===== src/rtl/pgc_pkg.sv =====
package pgc_pkg;
  typedef enum logic [1:0] {
    PM_RUN  = 2'b00,
    PM_WAIT = 2'b01,
    PM_STOP = 2'b10
  } pm_mode_e;
endpackage


===== src/rtl/pgc_divider.sv =====
module pgc_divider (
  input  logic clk,
  input  logic rst_n,
  output logic tick
);
  logic phase_q;

  always_ff @(posedge clk or negedge rst_n) begin
    if (!rst_n) phase_q <= 1'b0;
    else        phase_q <= ~phase_q;
  end

  assign tick = phase_q;
endmodule


===== src/rtl/pgc_mode_fsm.sv =====
module pgc_mode_fsm
  import pgc_pkg::*;
(
  input  logic     clk,
  input  logic     rst_n,
  input  logic     tick,
  input  logic     wait_req,
  input  logic     stop_req,
  input  logic     irq_unmasked,
  input  logic     wake_bus,
  input  logic     wake_nclk,
  output pm_mode_e mode,
  output logic     msg_lost
);
  logic wait_p, stop_p, irq_p, bus_p, nclk_p;
  logic wait_any, stop_any, irq_any, bus_any, nclk_any;

  // Strobes seen between boundaries are held until the next tick.
  assign wait_any = wait_p | wait_req;
  assign stop_any = stop_p | stop_req;
  assign irq_any  = irq_p  | irq_unmasked;
  assign bus_any  = bus_p  | wake_bus;
  assign nclk_any = nclk_p | wake_nclk;

  always_ff @(posedge clk or negedge rst_n) begin
    if (!rst_n) begin
      mode     <= PM_RUN;
      msg_lost <= 1'b0;
      wait_p   <= 1'b0;
      stop_p   <= 1'b0;
      irq_p    <= 1'b0;
      bus_p    <= 1'b0;
      nclk_p   <= 1'b0;
    end else if (tick) begin
      wait_p   <= 1'b0;
      stop_p   <= 1'b0;
      irq_p    <= 1'b0;
      bus_p    <= 1'b0;
      nclk_p   <= 1'b0;
      msg_lost <= 1'b0;
      unique case (mode)
        PM_RUN: begin
          if (stop_any)      mode <= PM_STOP;
          else if (wait_any) mode <= PM_WAIT;
        end
        PM_WAIT: begin
          if (irq_any) mode <= PM_RUN;
        end
        PM_STOP: begin
          if (bus_any) begin
            mode     <= PM_RUN;
            msg_lost <= 1'b1;
          end else if (nclk_any) begin
            mode <= PM_RUN;
          end
        end
        default: mode <= PM_RUN;
      endcase
    end else begin
      wait_p <= wait_any;
      stop_p <= stop_any;
      irq_p  <= irq_any;
      bus_p  <= bus_any;
      nclk_p <= nclk_any;
    end
  end
endmodule


===== src/rtl/pgc_enable_reg.sv =====
module pgc_enable_reg #(
  parameter int unsigned WIDTH = 8
) (
  input  logic             clk,
  input  logic             rst_n,
  input  logic             tick,
  input  logic             wr,
  input  logic [WIDTH-1:0] wdata,
  output logic [WIDTH-1:0] en
);
  logic             pend_q;
  logic [WIDTH-1:0] data_q;
  logic [WIDTH-1:0] data_now;

  assign data_now = wr ? wdata : data_q;

  always_ff @(posedge clk or negedge rst_n) begin
    if (!rst_n) begin
      en     <= '1;
      pend_q <= 1'b0;
      data_q <= '1;
    end else begin
      if (wr) data_q <= wdata;
      if (tick) begin
        if (pend_q || wr) en <= data_now;
        pend_q <= 1'b0;
      end else if (wr) begin
        pend_q <= 1'b1;
      end
    end
  end
endmodule


===== src/rtl/pwr_clk_gate_ctrl.sv =====
module pwr_clk_gate_ctrl
  import pgc_pkg::*;
#(
  parameter int unsigned NUM_PERIPH = 8
) (
  input  logic                  clk_mst,
  input  logic                  rst_n,
  input  logic                  wait_req,
  input  logic                  stop_req,
  input  logic                  irq_unmasked,
  input  logic                  wake_bus,
  input  logic                  wake_nclk,
  input  logic                  pce_wr,
  input  logic [NUM_PERIPH-1:0] pce_wdata,
  output logic                  sys_ce,
  output logic                  core_ce,
  output logic                  mem_ce,
  output logic [NUM_PERIPH-1:0] periph_ce,
  output logic                  wdog_ce,
  output logic [1:0]            mode,
  output logic                  msg_lost
);
  logic                  tick;
  pm_mode_e              mode_q;
  logic [NUM_PERIPH-1:0] en_bits;
  logic                  sys_on, per_on;

  pgc_divider u_div (
    .clk   (clk_mst),
    .rst_n (rst_n),
    .tick  (tick)
  );

  pgc_mode_fsm u_fsm (
    .clk          (clk_mst),
    .rst_n        (rst_n),
    .tick         (tick),
    .wait_req     (wait_req),
    .stop_req     (stop_req),
    .irq_unmasked (irq_unmasked),
    .wake_bus     (wake_bus),
    .wake_nclk    (wake_nclk),
    .mode         (mode_q),
    .msg_lost     (msg_lost)
  );

  pgc_enable_reg #(.WIDTH(NUM_PERIPH)) u_pce (
    .clk   (clk_mst),
    .rst_n (rst_n),
    .tick  (tick),
    .wr    (pce_wr),
    .wdata (pce_wdata),
    .en    (en_bits)
  );

  assign sys_on  = (mode_q == PM_RUN);
  assign per_on  = (mode_q != PM_STOP);

  assign sys_ce  = tick;
  assign wdog_ce = tick;
  assign core_ce = tick & sys_on;
  assign mem_ce  = tick & sys_on;
  assign mode    = mode_q;

  for (genvar i = 0; i < NUM_PERIPH; i++) begin : g_gate
    assign periph_ce[i] = tick & per_on & en_bits[i];
  end
endmodule


===== config.mk =====
export PLATFORM = sky130hd
export DESIGN_NAME = pwr_clk_gate_ctrl
export DESIGN_NICKNAME = d
export VERILOG_FILES = /design/src/rtl/pgc_pkg.sv /design/src/rtl/pgc_divider.sv /design/src/rtl/pgc_mode_fsm.sv /design/src/rtl/pgc_enable_reg.sv /design/src/rtl/pwr_clk_gate_ctrl.sv
export SDC_FILE = /design/constraint.sdc
export NUM_CORES = 1
export LEC_CHECK = 0
export BUFFER_PORTS_ARGS = -buffer_cell sky130_fd_sc_hd__buf_2
export CAP_MARGIN = 15
export CORE_MARGIN = 2
export CORE_UTILIZATION = 50
export DETAILED_ROUTE_END_ITERATION = 7
export HOLD_SLACK_MARGIN = 0.02
export PLACE_DENSITY_LB_ADDON = 0.12
export SETUP_SLACK_MARGIN = 0.15
export SLEW_MARGIN = 20
export SYNTH_ARGS = -nofsm -noshare
export SYNTH_HDL_FRONTEND = slang
export SYNTH_SLANG_ARGS = --single-unit
export TNS_END_PERCENT = 100

===== constraint.sdc =====
create_clock -name clk_mst -period 1.27 [get_ports clk_mst]
set_clock_uncertainty 0.05 [all_clocks]
set_input_delay 0 -clock clk_mst [delete_from_list [all_inputs] [get_ports clk_mst]]
set_output_delay 0 -clock clk_mst [all_outputs]
set_load 0.005 [all_outputs]

==> impl_metrics.csv <==
group,metric,value,unit
finish,drive_above_1_share,62.77,%
setup_path,crit_arrival,1320,ps
synthesis,ys_ff_latch,26,
floorplan,start_util,51.72,%
synthesis,syn_area_per_cell,13.72,µm²
finish,antenna_cells,0,
timing,fin_crit,1371,ps
pwr,power_density,1273,nW/µm²
floorplan,dieArea,2615,µm²
run,maxCapViolCount,0,
timing,fmax,729.6,MHz
finish,area_delta_synth_final,45.72,%
cts,clk_pin_slew,140,ps
synthesis,synth_top_family_by_area,"multiplexers",
setup_path,cp.required,1220,ps
synthesis,yosys.area_share.simple,13.18,%
detailed_routing,drt_iter0_markers,0,
synthesis,synth_seq_area_share,60.36,%
global_route,grt_max_degree,27,
timing,worst_slew_pin_slew,545.2,ps
synthesis,yosysUniqueCellTypes,20,
pwr,leakage,0.0007827,µW
cts,htreeDepth,1,
synthesis,synthMuxAreaShare,18.92,%
pwr,worst_ir_drop_vdd,0.8936,mV
synthesis,synthAdderAreaFrac,0,%
timing,fin_tns_setup,-1078,ps
timing,setup_violations,18,
finish,fillers,131,
synthesis,synthXorXnorAreaFrac,0,%
global_route,grt_overflow_total,0,
synthesis,syn_inst,81,
detailed_routing,drt_wl_total,2440,µm
detailed_routing,drc,0,
min_path,hold_path.class,"in2reg",
setup_path,cp_max_fo,8,
timing,hold_viol,0,
floorplan,rows,17,
cts,cts_tree,"built",
timing,fin_ws,-100.6,ps
place,dpl.hpwl,1466,µm
floorplan,fp.dieW,51.14,µm
timing,slew_viol_final,0,
detailed_routing,dr.pass1.iters,1,
place,place.port_buffers,30,
cts,clockBufferDepth,2,
timing,finalCritPeriodShare,107.9,%
setup_path,criticalPathCategory,"reg2out",
floorplan,ios,31,
detailed_routing,drt-vias-per-instance,4.879,
run_status,violations,"negative setup slack",
cts,clock_sinks,26,
floorplan,coreArea,2148,µm²
cts,worstSkewPairLatency,320,ps
global_route,antenna_found_initial,0,
synthesis,yosysWarnings,0,
global_route,grt_first_pass_wirelength,4077,µm
synthesis,synth_compound_area_share,3.829,%
timing,grt_setup_unrepaired,"true",
timing,relSlewSlack,63.65,%
floorplan,fp.dieH,51.14,µm
setup_path,startpoint_type,"register",
cts,cts_buffers,3,
global_route,grtUsageTotal,22.41,%
synthesis,synth_nets,97,
detailed_routing,wl_per_cell,14.79,µm
place,placed_area,1275,µm²
finish,fin_area,1619,µm²
detailed_routing,num_vias,805,
cts,clock-root-buffer,"clkbuf_4",
global_route,grt_pass1_vias,847,
detailed_routing,ant_nets,0,
finish,final_net_count,154,
setup_path,worst_setup_path_end_kind,"output port",
place,place_congestion,0.7557,
synthesis,syn_area,1111,µm²
run_status,status,"finished with violations",
## sequential cells by signal (all words and copies together), names as in the netlist
name,count
u_div.tick,1
u_fsm.bus_p,1
u_fsm.irq_p,1
u_fsm.mode,2
u_fsm.msg_lost,1
u_fsm.nclk_p,1
u_fsm.stop_p,1
u_fsm.wait_p,1
u_pce.data_q,8
u_pce.en,8
u_pce.pend_q,1
## worst paths after layout
check | startpoint | end | slack [ps] | cells after the start
max | u_fsm.mode[1]$_DFFE_PN0P_ | periph_ce[2] | -100 | 4
min | pce_wr | u_pce.pend_q$_DFFE_PN0P_ | 80 | 3
max reg2reg | u_div.tick$_DFF_PN0_ | u_pce.en[3]$_DFFE_PN1P_ | -30 | 5
min reg2reg | u_fsm.wait_p$_DFF_PN0_ | u_fsm.wait_p$_DFF_PN0_ | 460 | 2
max in group asynchronous | rst_n | u_fsm.mode[0]$_DFFE_PN0P_ | 650 | 2
min in group asynchronous | rst_n | u_fsm.bus_p$_DFF_PN0_ | 130 | 2
## cells in the mapped netlist
cell | n | area share (%)
a22o_1 | 1 | 0.79
and2_1 | 8 | 4.5
buf_4 | 3 | 2.0
buf_6 | 1 | 1.0
dfrtp_1 | 10 | 23
dfstp_2 | 16 | 38
inv_1 | 2 | 0.68
mux2_2 | 8 | 8.1
mux2_4 | 8 | 11
nand2_1 | 1 | 0.34
nand3_1 | 2 | 0.90
nand3b_1 | 1 | 0.68
nor2_1 | 12 | 4.1
nor2_4 | 1 | 1.0
nor2b_1 | 1 | 0.56
nor3_1 | 1 | 0.45
nor3b_1 | 1 | 0.68
o21ai_0 | 2 | 0.90
o21ai_4 | 1 | 1.5
o31ai_1 | 1 | 0.68
## area by class of cell
cell class	count	area, µm²	share of cell area, %
inverters	2	7.507	0.4637
flip-flops and latches	26	673.1	41.58
repair buffers	56	411.6	25.43
multi-input cells	49	455.4	28.13
clock buffers	4	36.28	2.241
well taps	28	35.03	2.164
## repair_timing
item                                   in CTS  in global routing
setup endpoints to repair                  21                 23
pin swaps                                   4                  4
endpoints found under the hold margin      50                  0
gates resized for setup                    21                  2
hold buffers                               14                  0
gates cloned                                0                  0
setup buffers                               9                  2
## critical path, stage by stage, from the launching register on
cell and delay, ps:
dfrtp_1 420, nor2b_4 150, nor2_4 170, and2_1 160
buf_2 110
## cell families after synthesis
kind of cell / count (synthesis)
DFF: 26
muxes: 16
AOI/OAI and AO/OA: 5
buffers and inverters: 6
and+or+nand+nor: 28
## metal layers
metal	track usage, %	up-vias	routed length (µm)
li1	-	381	-
met1	26.17	398	1056
met2	39.83	22	1258
met3	2.924	4	79
met4	11.71	0	46
met5	0	-	0
## through the flow
stage	setup WS, ps	hold slack, ps	total power, µW	instances	util [%]
after floorplan	177.9	-345.6	1298	81	-
after global placement	87.50	-31.11	1474	136	59.35
after detailed placement	50.02	-31.77	1494	136	59.35
after CTS	-90.37	61.91	2043	163	74.32
after global routing	-186.4	104.2	2172	165	75.36
final	-100.6	79.46	2060	165	75.36
## cells in the final DEF (no fill, tap or decap), types with 2 or more instances in the layout
cell type      count
and2_1             8
mux2_4            16
buf_4              7
buf_6              7
inv_1              2
nand3_1            2
buf_2             28
dfrtp_1            8
dfrtp_2            2
nor2_1            11
dfstp_2           16
dlygate4sd3_1     14
clkbuf_4           3
## where the power goes
part	switching (µW)	internal (µW)
clock	240	175
sequential	55.7	966
combinational	262	360
Note: power is estimated with default switching activity, not from simulation.
